$ cat src/rtl/drv_fault_latch.sv
module drv_fault_latch #(
  parameter int UV_HOLD  = 5000,
  parameter int CLR_HOLD = 50
) (
  input  logic clk,
  input  logic rst_n,
  input  logic cmd_a,
  input  logic cmd_b,
  input  logic desat_a,
  input  logic desat_b,
  input  logic uv_flag,
  input  logic pol_low,
  output logic gate_a,
  output logic gate_b,
  output logic fault_o,
  output logic soft_off_a,
  output logic soft_off_b
);
  localparam int UW = $clog2(UV_HOLD + 1);
  localparam int CW = $clog2(CLR_HOLD + 1);
  localparam logic [UW-1:0] UV_TOP  = UW'(UV_HOLD);
  localparam logic [CW-1:0] CLR_TOP = CW'(CLR_HOLD);

  logic [UW-1:0] uv_cnt;
  logic [CW-1:0] idle_cnt;
  logic          trip_q;
  logic          soft_a_q, soft_b_q;

  wire idle    = ~cmd_a & ~cmd_b;
  wire uv_ok   = uv_flag & (uv_cnt == UV_TOP);
  wire idle_ok = idle & (idle_cnt == CLR_TOP);
  wire cause   = desat_a | desat_b | uv_ok;

  always_ff @(posedge clk or negedge rst_n) begin
    if (!rst_n)            uv_cnt <= '0;
    else if (!uv_flag)     uv_cnt <= '0;
    else if (uv_cnt != UV_TOP) uv_cnt <= uv_cnt + 1'b1;
  end

  always_ff @(posedge clk or negedge rst_n) begin
    if (!rst_n)                 idle_cnt <= '0;
    else if (!idle)             idle_cnt <= '0;
    else if (idle_cnt != CLR_TOP) idle_cnt <= idle_cnt + 1'b1;
  end

  always_ff @(posedge clk or negedge rst_n) begin
    if (!rst_n) begin
      trip_q   <= 1'b0;
      soft_a_q <= 1'b0;
      soft_b_q <= 1'b0;
    end else if (idle_ok) begin
      trip_q   <= 1'b0;
      soft_a_q <= 1'b0;
      soft_b_q <= 1'b0;
    end else begin
      if (cause) trip_q <= 1'b1;
      soft_a_q <= soft_a_q | desat_a;
      soft_b_q <= soft_b_q | desat_b;
    end
  end

  assign gate_a     = cmd_a & ~trip_q;
  assign gate_b     = cmd_b & ~trip_q;
  assign fault_o    = (trip_q & ~idle) ^ pol_low;
  assign soft_off_a = soft_a_q;
  assign soft_off_b = soft_b_q;

  AST_DESAT_BLOCKS: assert property (@(posedge clk) disable iff (!rst_n)
    $past(rst_n) && $past(desat_a | desat_b) && $past(!idle_ok) |-> !gate_a && !gate_b);
  AST_SOFT_FROM_DESAT: assert property (@(posedge clk) disable iff (!rst_n)
    $past(rst_n) && $rose(soft_off_a) |-> $past(desat_a));
  AST_CLEAR_WHEN_IDLE: assert property (@(posedge clk) disable iff (!rst_n)
    $past(rst_n) && $fell(trip_q) |-> $past(!cmd_a && !cmd_b));
  AST_NO_EARLY_UV: assert property (@(posedge clk) disable iff (!rst_n)
    !trip_q && !desat_a && !desat_b && (uv_cnt != UV_TOP) |=> !trip_q);
  AST_STATUS_IDLE: assert property (@(posedge clk) disable iff (!rst_n)
    !cmd_a && !cmd_b |-> fault_o == pol_low);
endmodule

$ cat config.mk
export PLATFORM = sky130hd
export DESIGN_NAME = drv_fault_latch
export DESIGN_NICKNAME = d
export VERILOG_FILES = /design/src/rtl/drv_fault_latch.sv
export SDC_FILE = /design/constraint.sdc
export NUM_CORES = 1
export LEC_CHECK = 0
export BUFFER_PORTS_ARGS = -buffer_cell sky130_fd_sc_hd__buf_4
export CAP_MARGIN = 10
export CORE_AREA = 8 8 54 56
export DETAILED_ROUTE_END_ITERATION = 7
export DIE_AREA = 0 0 62 64
export PLACE_DENSITY = 0.81
export SETUP_SLACK_MARGIN = 0.15
export SYNTH_ARGS = -nofsm -noshare
export SYNTH_HDL_FRONTEND = slang
export SYNTH_SLANG_ARGS = --single-unit
export TNS_END_PERCENT = 30
$ cat constraint.sdc
create_clock -name clk -period 2.4 [get_ports clk]
set_clock_uncertainty 0.1 [all_clocks]
set_input_delay 0.48 -clock clk [delete_from_list [all_inputs] [get_ports clk]]
set_output_delay 0.48 -clock clk [all_outputs]
set_load 0.005 [all_outputs]
After elaboration in Yosys (flattened, before gate mapping) --
Cells that the tools add are included.
Operators by class: $add $sub $neg 2, bitwise gates (word level) 15, muxes and demuxes 8, equality and inequality tests 6, reductions and logical operators 1
Operator list (number):
- 13-bit two-way mux | 2
- 13-bit by 1-bit adder with 13-bit output, second input constant | 1
- 13-bit == test, second input constant | 1
- 13-bit inequality test, second input constant | 1
- 6-bit two-way mux | 2
- 6-bit by 1-bit adder with 6-bit output, second input constant | 1
- 1-bit bitwise AND | 6
- 6-bit == test, second input constant | 1
- 6-bit inequality test, second input constant | 1
- 1-bit two-way mux | 4
- 2-bit by 1-bit inequality test with 1-bit output, second input constant | 2
- 1-bit inverter | 4
- 1-bit bitwise OR | 4
- 2-bit nonzero test | 1
- 1-bit bitwise XOR | 1
Word-level totals: input bits 8, flip-flop bits (word level) 22

Longest topological paths before layout --
Gate-level depths: netlist of the first run.
word-level depth 5, gate-level depth with buffers 6, depth with buffers taken out 5

Least setup slack after synthesis of the first run --
OpenSTA, ideal clock, no wires.
kind input -> output, start point input port cmd_b, end point output port fault_o, path slack 705 ps, cell stages on the path 4, arrival time 1115 ps, buffers on the path 1, path through or2_2 clkbuf_1 nand2_1 xnor2_1
On the way: word-level cells in the longest chain between the ends 5
Ends and longest elaborated chain:
- from (decl) | line 8 | input logic cmd_b,
- 1-bit inverter | line 29 | wire idle = ~cmd_a & ~cmd_b;
- 1-bit bitwise AND | line 29
- 1-bit inverter | line 64 | assign fault_o = (trip_q & ~idle) ^ pol_low;
- 1-bit bitwise AND | line 64
- 1-bit bitwise XOR | line 64
- to (decl) | line 15 | output logic fault_o,
No other way between the ends.

Worst setup path in the final report of the first run --
Ends and elaborated chain as after synthesis.

==> implementation parameters, run 1 <==
Parameter                              Value

Status
  Run status    finished clean

Logic synthesis
  Count of distinct cell types in the synthesized netlist    34
  Library cell occupying the most area in the post-synthesis netlist    sky130_fd_sc_hd__dfrtp_1
  Post-synth top cells    22 x sky130_fd_sc_hd__dfrtp_1, 15 x sky130_fd_sc_hd__a21oi_1, 12 x sky130_fd_sc_hd__nand2_1
  Part of the Yosys area used for sequential elements    47.06%
  Synth Area per Inst    9.589 um^2
  Fraction of synthesized cell area taken by the top area cell type    47.06%
  Synth Instances    122
  Most common cell in the netlist    sky130_fd_sc_hd__dfrtp_1
  Most area-consuming cells after synthesis    sky130_fd_sc_hd__dfrtp_1 47%, sky130_fd_sc_hd__a21oi_1 6.4%, sky130_fd_sc_hd__ha_1 4.3%
  Share of synthesized flip-flops with an asynchronous set or reset    100.0%
  Count of flip-flops with a built-in enable after synthesis    0
  Post-synthesis cell area    1170 um^2
  Primary flip-flop cell chosen by synthesis mapping    sky130_fd_sc_hd__dfrtp_1
  Number of warnings printed during yosys synthesis    0
  Synth Register Bits    22
  Post-Synthesis Net Count    134

Floorplanning
  Row Count    17
  X dimension of the die    62 um
  Placeable core region    2106 um^2
  Area enclosed by the die boundary    3968 um^2
  Chip height    64 um
  Effective utilization at floorplan    55.56%
  I/O pin total    13

GRT
  Global-route wire length before repair    4291 um
  Antenna violations before repair    0
  Total gr overflow    0
  Via count of the first global-routing pass    961
  Global-route usage over all layers    13.98%
  Maximum number of pins on one net before global-route repair    23

Placed design
  Cell area after placement    1280 um^2
  Post-detailed-placement half-perimeter wirelength    1775 um
  Port buffer count    12
  Weighted congestion reported at the end of routability-driven placement    0.8029

Final layout
  Final Core Density    63.76%
  Number of inserted diodes    0
  Number of nets in the finished design    149
  Final instance area    1343 um^2
  Fraction of final layout cells sized beyond drive strength 1    16.91%
  Synth-to-Final Area Change    14.76%

Timing
  Total negative slack for setup checks    0 ns
  Final critical-path required period    1.946 ns
  Fmax achieved    0.5138 GHz
  Total setup violations reported at the end of the flow    0
  Post-route fraction of the period consumed by the critical path    81.09%
  Worst Hold Slack    0.3303 ns
  Headroom to the max-slew limit    70.86%
  Slew at the pin closest to its max-slew limit    0.4362 ns
  Number of pins exceeding their max-slew limit in the final report    0
  Number of hold violations in the final report    0
  RSZ-0062 raised after global routing    false

Setup path
  Cell-by-cell trace of the critical path    buf_4 > or2_2 > nand2_1 > xnor2_1 > buf_4
  Crit path capture type    output port
  Category of cells accounting for the largest share of critical-path delay    simple AND/OR/NAND/NOR gates
  Crit Path Max Fanout    7
  Most used cell, CP    sky130_fd_sc_hd__buf_4
  Crit Path Class    in2out
  Crit path buf inv count    2
  Startpoint type of the worst setup path    primary input
  Required time of the critical path    1.82 ns
  Critical path arrival    1.37 ns
  CP max stage delay    0.35 ns
  CP max stage cell    sky130_fd_sc_hd__or2_2

Clock tree
  Cts bufs inserted    3
  TritonCTS Sinks    22
  Worst-Skew Late Latency    0.31 ns
  H-Tree Depth    1
  CTS clk-pin slew, worst paths    0.12 ns
  CTS Hold Bufs    1
  Bufs on Longest Clock Path    2
  Number of buffers inserted by post-CTS setup repair    0
  Root Driver    sky130_fd_sc_hd__clkbuf_4
  CTS tree    done
  Resized cells post-CTS    0

Job
  Max capacitance violation total    0

Power and ir drop
  Relative contribution of sequential cells to total power    53.6%
  Clock group share of total power    39.4%
  Static leakage    0.5444 nW
  Power per standard cell area    533.6 nW/um^2
  Combinational power share    7.1%
  Internal power consumption    0.0005682 W
  Worst vdd ir    362.8 uV
  Sw Share    20.69%
  NetSw    0.0001482 W

Drt
  Wirelength per Cell    14.58 um
  DRC marker count from the first detailed-route iteration    18
  Remaining antenna violation count after routing    0
  Wire length reported by the detailed router    2391 um
  Vias per cell    5.659
  Total number of vias    928
  Number of remaining DRC errors    0
  DRT Pass-1 Iters    4

Worst hold path
  Class of the most critical hold timing path    in2reg
[layer usage]
| layer | wire, um | vias to the layer above | GRT usage, % | share of wire [%] |
|---|---|---|---|---|
| met4 | 54 | 0 | 7.692 | 2.3 |
| met1 | 1025 | 451 | 16.83 | 43 |
| li1 | - | 460 | - | - |
| met3 | 51 | 6 | 2.000 | 2.1 |
| met5 | 0 | - | 0 | 0 |
| met2 | 1260 | 11 | 22.77 | 53 |
[placed cells by master, fill, tap and decap left out, types with 3 or more instances in the layout]
master	instances
sky130_fd_sc_hd__dfrtp_1	22
sky130_fd_sc_hd__a21oi_1	15
sky130_fd_sc_hd__buf_4	13
sky130_fd_sc_hd__nand2_1	12
sky130_fd_sc_hd__nand3_1	8
sky130_fd_sc_hd__inv_1	7
sky130_fd_sc_hd__nor2_1	6
sky130_fd_sc_hd__o31ai_1	4
sky130_fd_sc_hd__or4_1	4
sky130_fd_sc_hd__o21ai_0	4
sky130_fd_sc_hd__ha_1	4
sky130_fd_sc_hd__mux2i_1	3
sky130_fd_sc_hd__xor2_1	3
sky130_fd_sc_hd__or3_1	3
sky130_fd_sc_hd__clkbuf_4	3
[stage by stage]
step	power (W)	instances	setup slack, ns
finish	0.0007164	164	0.4538
global route	0.0007471	164	0.4078
CTS	0.0007253	164	0.4680
detailed placement	0.0004408	159	0.4709
global placement	0.0004372	159	0.5446
floorplan	0.0004155	122	0.7051
[flip-flops by register name, summed over array words and instances (netlist names)]
register / cells
trip_q: 1
soft_off_b: 1
idle_cnt: 6
soft_off_a: 1
uv_cnt: 13
[power by group through the flow]
stage	sequential, W	combinational [W]	clock (W)
3_5_place_dp	0.000391	0.0000498	0
3_3_place_gp	0.000390	0.0000469	0
2_1_floorplan	0.000389	0.0000265	0
5_1_grt	0.000385	0.0000572	0.000305
6_report	0.000384	0.0000506	0.000282
4_1_cts	0.000384	0.0000515	0.000290
[worst min-delay path: cells and delay by family]
family / cells / cell delay (ns)
compound gates: 1 / 0.11
buf+inv: 1 / 0.08
simple gates: 1 / 0.04
[path summary, 6_finish.rpt]
| check | from | endpoint | slack (ns) | cells past startpoint |
|---|---|---|---|---|
| worst min-delay path | desat_a | soft_off_a | 0.33 | 3 |
| worst max-delay path | cmd_b | fault_o | 0.45 | 5 |
| min in group asynchronous | rst_n | idle_cnt[4] | 0.48 | 2 |
| max in group asynchronous | rst_n | uv_cnt[4] | 1.50 | 2 |
| worst min register to register | soft_off_a | soft_off_a | 0.45 | 2 |
| worst max register to register | uv_cnt[5] | uv_cnt[1] | 0.58 | 3 |
[layout make-up]
| type | count | area [um^2] |
|---|---|---|
| Clock buffer | 3 | 22.52 |
| Clock inverter | 1 | 30.03 |
| Fill cell | 176 | 763.2 |
| Inverter | 8 | 30.03 |
| Multi-Input combinational cell | 88 | 566.8 |
| Sequential cell | 22 | 550.5 |
| Tap cell | 28 | 35.03 |
| Timing Repair Buffer | 14 | 107.6 |
[logic make-up after synthesis]
logic type / Yosys count / synth area share (%)
DFF: 22 / 47.06
muxes: 3 / 2.567
xor gates and xnor gates: 5 / 3.744
buffers and inverters: 12 / 4.492
adders and majority gates: 4 / 4.278
and+or+nand+nor: 48 / 23.85
AOI/OAI and AO/OA: 28 / 14.01
(Power assumes the default switching activity.)
==> run 2, diff against run 1 <==
--- a/config.mk
+++ b/config.mk
@@ -7,10 +7,10 @@
 export LEC_CHECK = 0
 export BUFFER_PORTS_ARGS = -buffer_cell sky130_fd_sc_hd__buf_4
 export CAP_MARGIN = 10
-export CORE_AREA = 8 8 54 56
+export CORE_AREA = 8 8 71 49
 export DETAILED_ROUTE_END_ITERATION = 7
-export DIE_AREA = 0 0 62 64
-export PLACE_DENSITY = 0.81
+export DIE_AREA = 0 0 79 57
+export PLACE_DENSITY = 0.75
 export SETUP_SLACK_MARGIN = 0.15
 export SYNTH_ARGS = -nofsm -noshare
 export SYNTH_HDL_FRONTEND = slang
==> constraint.sdc (replaced) <==
create_clock -name clk -period 1.63 [get_ports clk]
set_clock_uncertainty 0.1 [all_clocks]
set_input_delay 0.326 -clock clk [delete_from_list [all_inputs] [get_ports clk]]
set_output_delay 0.326 -clock clk [all_outputs]
set_load 0.005 [all_outputs]
==> run 2 against run 1 <==
- global-route usage down 2.4 points
- cell area up 11%
- wire length up 12%
- the flow now finishes with violations (negative setup slack)
- highest routed layer unchanged
- clock power up 18%
- register-to-register slack worse by 0.65 ns
- first-iteration DRC count rose to 6.8 times the previous value
- flip-flop and latch count unchanged
- worst setup slack worse by 0.52 ns
- sequential power up 47%
- count of clock-buffer cells in the layout unchanged
- largest power group unchanged
- sequential share of layout area down 3.9 points
- utilization down 5.6 points
==> implementation parameters, run 2 (synthesis results as in run 1) <==
Parameter                              Value

Status
  Run status    finished with violations (was finished clean)
  Failing checks    negative setup slack

Drt
  Wirelength per Cell    15.01 um (was 14.58 um)
  Total number of vias    994 (was 928)
  Number of remaining DRC errors    0 (unchanged)
  Remaining antenna violation count after routing    0 (unchanged)
  DRC marker count from the first detailed-route iteration    122 (was 18)
  DRT Pass-1 Iters    4 (unchanged)
  Wire length reported by the detailed router    2686 um (was 2391 um)
  Vias per cell    5.553 (was 5.659)

Clock tree
  TritonCTS Sinks    22 (unchanged)
  Bufs on Longest Clock Path    2 (unchanged)
  Cts bufs inserted    3 (unchanged)
  CTS tree    done (unchanged)
  H-Tree Depth    1 (unchanged)
  Root Driver    sky130_fd_sc_hd__clkbuf_8 (was sky130_fd_sc_hd__clkbuf_4)
  CTS clk-pin slew, worst paths    0.08 ns (was 0.12 ns)
  Worst-Skew Late Latency    0.26 ns (was 0.31 ns)

Timing
  Slew at the pin closest to its max-slew limit    0.3515 ns (was 0.4362 ns)
  Final critical-path required period    1.699 ns
  RSZ-0062 raised after global routing    true (was false)
  Fmax achieved    0.5885 GHz
  Post-route fraction of the period consumed by the critical path    104.2%
  Number of pins exceeding their max-slew limit in the final report    0 (unchanged)
  Worst Hold Slack    0.2281 ns (was 0.3303 ns)
  Final worst slack    -0.06910 ns (was 0.4538 ns)
  Number of hold violations in the final report    0 (unchanged)
  Headroom to the max-slew limit    76.39% (was 70.86%)
  Total negative slack for setup checks    -0.06910 ns (was 0 ns)
  Total setup violations reported at the end of the flow    1 (was 0)

GRT
  Global-route wire length before repair    4209 um (was 4291 um)
  Maximum number of pins on one net before global-route repair    23 (unchanged)
  Antenna violations before repair    0 (unchanged)
  Global-route usage over all layers    11.57% (was 13.98%)
  Via count of the first global-routing pass    924 (was 961)
  Total gr overflow    0 (unchanged)

Power and ir drop
  Sw Share    22.96% (was 20.69%)
  NetSw    0.0002265 W (was 0.0001482 W)
  Relative contribution of sequential cells to total power    57.4% (was 53.6%)
  Clock group share of total power    33.7% (was 39.4%)
  Power per standard cell area    664.7 nW/um^2 (was 533.6 nW/um^2)
  Static leakage    0.6058 nW (was 0.5444 nW)
  Internal power consumption    0.0007599 W (was 0.0005682 W)
  Combinational power share    8.9% (was 7.1%)
  Total power    0.0009864 W (was 0.0007164 W)
  Worst vdd ir    642.3 uV (was 362.8 uV)

Floorplanning
  Row Count    15 (was 17)
  Chip height    57 um (was 64 um)
  Placeable core region    2552 um^2 (was 2106 um^2)
  Area enclosed by the die boundary    4503 um^2 (was 3968 um^2)
  I/O pin total    13 (unchanged)
  Effective utilization at floorplan    45.83% (was 55.56%)
  X dimension of the die    79 um (was 62 um)

Worst hold path
  Class of the most critical hold timing path    in2reg (unchanged)

Final layout
  Fraction of final layout cells sized beyond drive strength 1    27.59% (was 16.91%)
  Commonest cells after routing, fill and taps aside    22 x sky130_fd_sc_hd__dfrtp_1, 22 x sky130_fd_sc_hd__buf_4, 14 x sky130_fd_sc_hd__a21oi_1 (was 22 x sky130_fd_sc_hd__dfrtp_1, 15 x sky130_fd_sc_hd__a21oi_1, 13 x sky130_fd_sc_hd__buf_4)
  Flip-flop count of the largest register after layout    13 (unchanged)
  Register with the highest flop count    uv_cnt (unchanged)
  Number of inserted diodes    0 (unchanged)
  Filler cells    226 (was 176)
  Synth-to-Final Area Change    26.84% (was 14.76%)
  Top flop regs    uv_cnt: 13 flops, idle_cnt: 6 flops (unchanged)
  Number of nets in the finished design    159 (was 149)
  Final instance area    1484 um^2 (was 1343 um^2)

Placed design
  Cell area after placement    1350 um^2 (was 1280 um^2)
  Weighted congestion reported at the end of routability-driven placement    0.7474 (was 0.8029)
  Port buffer count    12 (unchanged)
  Post-detailed-placement half-perimeter wirelength    1838 um (was 1775 um)
  Place WS    0.01707 ns (was 0.4709 ns)

Setup path
  Critical path arrival    1.77 ns (was 1.37 ns)
  Crit Path Max Fanout    4 (was 7)
  Crit Path Class    reg2reg (was in2out)
  Required time of the critical path    1.70 ns (was 1.82 ns)
  Crit path capture type    flop (was output port)
  Startpoint type of the worst setup path    flop (was primary input)
  Flop-to-flop setup slack    -0.07 ns (was 0.58 ns)

Job
  Max capacitance violation total    0 (unchanged)
[run 2: cell types whose count changed in the layout (fill, tap and decap cells not counted), sizes merged]
cell    delta
bufinv     -1
buf       +10
[run 2: power groups by stage]
stage | clock network (W) | registers [W] | logic [W]
5_1_grt | 0.000365 | 0.000566 | 0.0000980
2_1_floorplan | 0 | 0.000573 | 0.0000390
3_5_place_dp | 0 | 0.000574 | 0.0000797
6_report | 0.000333 | 0.000566 | 0.0000878
3_3_place_gp | 0 | 0.000573 | 0.0000786
4_1_cts | 0.000337 | 0.000563 | 0.0000823
[run 2: cell type report]
| type | count | area [um^2] | share of cell area, % |
|---|---|---|---|
| clock buffer | 3 | 41.29 | 2.782 |
| inverter | 8 | 30.03 | 2.024 |
| multi-input combinational | 88 | 633.1 | 42.66 |
| sequential | 22 | 550.5 | 37.10 |
| tap | 34 | 42.54 | 2.867 |
| timing repair buffer | 24 | 186.4 | 12.56 |
[run 2: what timing repair did]
action | in CTS | in global routing
resized for setup | 0 | 13
hold buffers | 1 | 0
pin swaps | 0 | 6
endpoints found under the setup margin | 14 | 17
setup buffers | 1 | 1
hold endpoints to repair | 22 | 0
[run 2: stage by stage]
stage,utilization (%),instances
floorplan,-,122
global placement,52.89,173
detailed placement,52.89,173
CTS,55.20,178
global route,58.14,179
finish,58.14,179
[run 2: worst paths after layout]
path	from	end	cells after the start
setup / recovery	uv_cnt[2]	uv_cnt[1]	3
hold / removal	desat_a	soft_off_a	3
setup reg to reg	uv_cnt[2]	uv_cnt[1]	3
hold reg to reg	soft_off_b	soft_off_b	2
max in group asynchronous	rst_n	uv_cnt[6]	2
min in group asynchronous	rst_n	uv_cnt[9]	2
[run 2: per-layer routing]
layer	track usage (%)	vias to the layer above	part of all wire, %
met4	4.462	0	1.2
met5	0	-	0
met2	17.04	34	47
met1	15.07	477	45
met3	4.075	2	7.1
li1	-	481	-
[run 2: critical path, cell delays in order, from the launching register on]
cell and delay (ns):
sky130_fd_sc_hd__dfrtp_1 0.41, sky130_fd_sc_hd__or4_4 0.54, sky130_fd_sc_hd__nor4_4 0.27, sky130_fd_sc_hd__mux2i_1 0.29
==> run 3, diff against run 2 <==
--- a/config.mk
+++ b/config.mk
@@ -5,12 +5,12 @@
 export SDC_FILE = /design/constraint.sdc
 export NUM_CORES = 1
 export LEC_CHECK = 0
-export BUFFER_PORTS_ARGS = -buffer_cell sky130_fd_sc_hd__buf_4
 export CAP_MARGIN = 10
-export CORE_AREA = 8 8 71 49
+export CORE_AREA = 8 8 56 58
 export DETAILED_ROUTE_END_ITERATION = 7
-export DIE_AREA = 0 0 79 57
-export PLACE_DENSITY = 0.75
+export DIE_AREA = 0 0 64 66
+export DONT_BUFFER_PORTS = 1
+export PLACE_DENSITY = 0.74
 export SETUP_SLACK_MARGIN = 0.15
 export SYNTH_ARGS = -nofsm -noshare
 export SYNTH_HDL_FRONTEND = slang
==> run 3 against run 2 <==
- the run still ends with negative setup slack left
- cell area is 9.1% lower
- maximum frequency up 3.5%
- flip-flop and latch count did not move
- register-to-register slack improved by 0.06 ns
- highest routed layer unchanged
- wire length shrank 11%
- first-iteration DRC count decreased by 75%
- non-clock buffer count shrank 12
- worst hold slack lost 0.19 ns
- power decreased by 11%
- die area shrank 6.2%
- count of clock-buffer cells in the layout unchanged
==> implementation parameters, run 3 (synthesis results as in run 1) <==
Parameter                              Value

Clock tree
  Cts bufs inserted    3 (unchanged)
  CTS tree    done (unchanged)
  Worst-Skew Late Latency    0.31 ns (was 0.26 ns)
  Root Driver    sky130_fd_sc_hd__clkbuf_4 (was sky130_fd_sc_hd__clkbuf_8)
  H-Tree Depth    1 (unchanged)
  TritonCTS Sinks    22 (unchanged)
  CTS clk-pin slew, worst paths    0.12 ns (was 0.08 ns)
  Bufs on Longest Clock Path    2 (unchanged)

Setup path
  FF-to-FF path depth    3 (unchanged)
  Category of cells accounting for the largest share of critical-path delay    simple AND/OR/NAND/NOR gates (unchanged)
  Required time of the critical path    1.77 ns (was 1.70 ns)
  Crit path capture type    flop (unchanged)
  Crit Path Class    reg2reg (unchanged)
  CP max stage cell    sky130_fd_sc_hd__dfrtp_1 (was sky130_fd_sc_hd__or4_4)
  Cell-by-cell trace of the critical path    or3b_4 > nor4_4 > mux2i_1 (was or4_4 > nor4_4 > mux2i_1)
  Crit path buf inv count    0 (unchanged)
  CP max stage delay    0.43 ns (was 0.54 ns)
  Crit Path Max Fanout    4 (unchanged)
  WP depth    3 (unchanged)
  Startpoint type of the worst setup path    flop (unchanged)
  Critical path arrival    1.78 ns (was 1.77 ns)

Power and ir drop
  Relative contribution of sequential cells to total power    64.4% (was 57.4%)
  Total power    0.0008741 W (was 0.0009864 W)
  NetSw    0.0002021 W (was 0.0002265 W)
  Clock group share of total power    27.5% (was 33.7%)
  Static leakage    0.5358 nW (was 0.6058 nW)
  Internal power consumption    0.0006720 W (was 0.0007599 W)
  Power per standard cell area    648.1 nW/um^2 (was 664.7 nW/um^2)
  Worst vdd ir    536.8 uV (was 642.3 uV)
  Combinational power share    8.0% (was 8.9%)
  Sw Share    23.12% (was 22.96%)

Floorplanning
  Effective utilization at floorplan    50.43% (was 45.83%)
  X dimension of the die    64 um (was 79 um)
  Row Count    18 (was 15)
  Chip height    66 um (was 57 um)
  Placeable core region    2320 um^2 (was 2552 um^2)
  Area enclosed by the die boundary    4224 um^2 (was 4503 um^2)
  I/O pin total    13 (unchanged)

Drt
  Wirelength per Cell    14.66 um (was 15.01 um)
  Total number of vias    931 (was 994)
  Remaining antenna violation count after routing    0 (unchanged)
  DRC marker count from the first detailed-route iteration    30 (was 122)
  Vias per cell    5.712 (was 5.553)
  DRT Pass-1 Iters    4 (unchanged)
  Number of remaining DRC errors    0 (unchanged)
  Wire length reported by the detailed router    2389 um (was 2686 um)

Final layout
  Most common cell after layout, fill and taps aside    sky130_fd_sc_hd__dfrtp_1
  Synth-to-Final Area Change    15.29% (was 26.84%)
  Final instance area    1349 um^2 (was 1484 um^2)
  Fraction of final layout cells sized beyond drive strength 1    21.05% (was 27.59%)
  Area taken by flip-flops and latches    550.5 um^2 (unchanged)
  Final Core Density    58.14% (about the same)
  Top flop regs    uv_cnt: 13 flops, idle_cnt: 6 flops (unchanged)
  Number of nets in the finished design    147 (was 159)
  Number of inserted diodes    0 (unchanged)
  Area used by multi-input combinational logic    615.6 um^2 (was 633.1 um^2)
  Flip-flop count of the largest register after layout    13 (unchanged)
  Filler cells    200 (was 226)
  Register with the highest flop count    uv_cnt (unchanged)
  Commonest cells after routing, fill and taps aside    22 x sky130_fd_sc_hd__dfrtp_1, 13 x sky130_fd_sc_hd__a21oi_1, 12 x sky130_fd_sc_hd__nand2_1 (was 22 x sky130_fd_sc_hd__dfrtp_1, 22 x sky130_fd_sc_hd__buf_4, 14 x sky130_fd_sc_hd__a21oi_1)

Placed design
  Weighted congestion reported at the end of routability-driven placement    0.7864 (was 0.7474)
  Post-detailed-placement half-perimeter wirelength    1665 um (was 1838 um)
  Cell area after placement    1247 um^2 (was 1350 um^2)
  Port buffer count    0 (was 12)
  Place WS    0.03048 ns (was 0.01707 ns)

GRT
  Maximum number of pins on one net before global-route repair    23 (unchanged)
  Global-route wire length before repair    3974 um (was 4209 um)
  Total gr overflow    0 (unchanged)
  Global-route usage over all layers    11.67% (was 11.57%)
  Via count of the first global-routing pass    938 (was 924)
  Antenna violations before repair    0 (unchanged)

Timing
  Headroom to the max-slew limit    35.59% (was 76.39%)
  Fmax achieved    0.6093 GHz (was 0.5885 GHz)
  Final worst slack    -0.01125 ns (was -0.06910 ns)
  Number of pins exceeding their max-slew limit in the final report    0 (unchanged)
  RSZ-0062 raised after global routing    true (unchanged)
  Post-route fraction of the period consumed by the critical path    100.7% (was 104.2%)
  Number of hold violations in the final report    0 (unchanged)
  Slew at the pin closest to its max-slew limit    0.9662 ns (was 0.3515 ns)
  Total setup violations reported at the end of the flow    2 (was 1)
  Final critical-path required period    1.641 ns (was 1.699 ns)

Status
  Run status    finished with violations (unchanged)
  Failing checks    negative setup slack (unchanged)

Worst hold path
  Cell count of the worst hold path    2 (was 3)
  Class of the most critical hold timing path    in2reg (unchanged)

Job
  Max capacitance violation total    0 (unchanged)
==> run 3: cell count changes in the layout (fill, tap and decap cells not counted), sizes merged <==
| cell | delta |
|---|---|
| buf | -12 |
| dlygate4sd3 | -1 |
| dlymetal6s4s | +1 |
==> run 3: repair_timing <==
item / CTS / global route
hold endpoints to repair: 22 / 0
gates cloned: 0 / 1
hold buffers: 1 / 0
setup endpoints to repair: 12 / 40
pin swaps: 0 / 5
resized for setup: 1 / 10
setup buffers: 1 / 1
==> run 3: area by class of cell <==
| type | instances | area share (%) |
|---|---|---|
| Multi-Input combinational cell | 88 | 45.64 |
| Sequential cell | 22 | 40.82 |
| Timing Repair Buffer | 12 | 6.865 |
| Tap cell | 30 | 2.783 |
| Inverter | 8 | 2.226 |
| Clock buffer | 3 | 1.670 |
==> run 3: worst paths after layout <==
check | from | to | slack [ns]
max reg2reg | uv_cnt[3] | uv_cnt[0] | -0.01
min reg2reg | uv_cnt[12] | uv_cnt[12] | 0.46
min in group asynchronous | rst_n | idle_cnt[5] | 0.13
min | uv_flag | uv_cnt[1] | 0.03
max | uv_cnt[3] | uv_cnt[0] | -0.01
max in group asynchronous | rst_n | uv_cnt[8] | 0.71
==> run 3: per-layer routing <==
| layer | up-vias | routed length (um) | global-route usage [%] |
|---|---|---|---|
| li1 | 457 | - | - |
| met1 | 458 | 969 | 11.87 |
| met2 | 11 | 1318 | 21.83 |
| met3 | 5 | 63 | 2.712 |
| met4 | 0 | 38 | 5.850 |
| met5 | - | 0 | 0 |
==> run 3: through the flow <==
stage	hold WS, ns	setup TNS (ns)	instances
after global placement	-0.06898	0	156
final	0.03359	-0.01238	163
after CTS	0.02926	0	161
after floorplan	-0.06959	0	122
after global routing	0.04270	-0.4004	163
after detailed placement	-0.06884	0	156
==> run 3: power groups by stage <==
stage          Combinational, W  Sequential [W]  Clock [W]
2_1_floorplan         0.0000390        0.000573          0
3_3_place_gp          0.0000446        0.000573          0
3_5_place_dp          0.0000480        0.000574          0
4_1_cts               0.0000654        0.000563   0.000245
5_1_grt               0.0000810        0.000565   0.000264
6_report              0.0000704        0.000563   0.000240
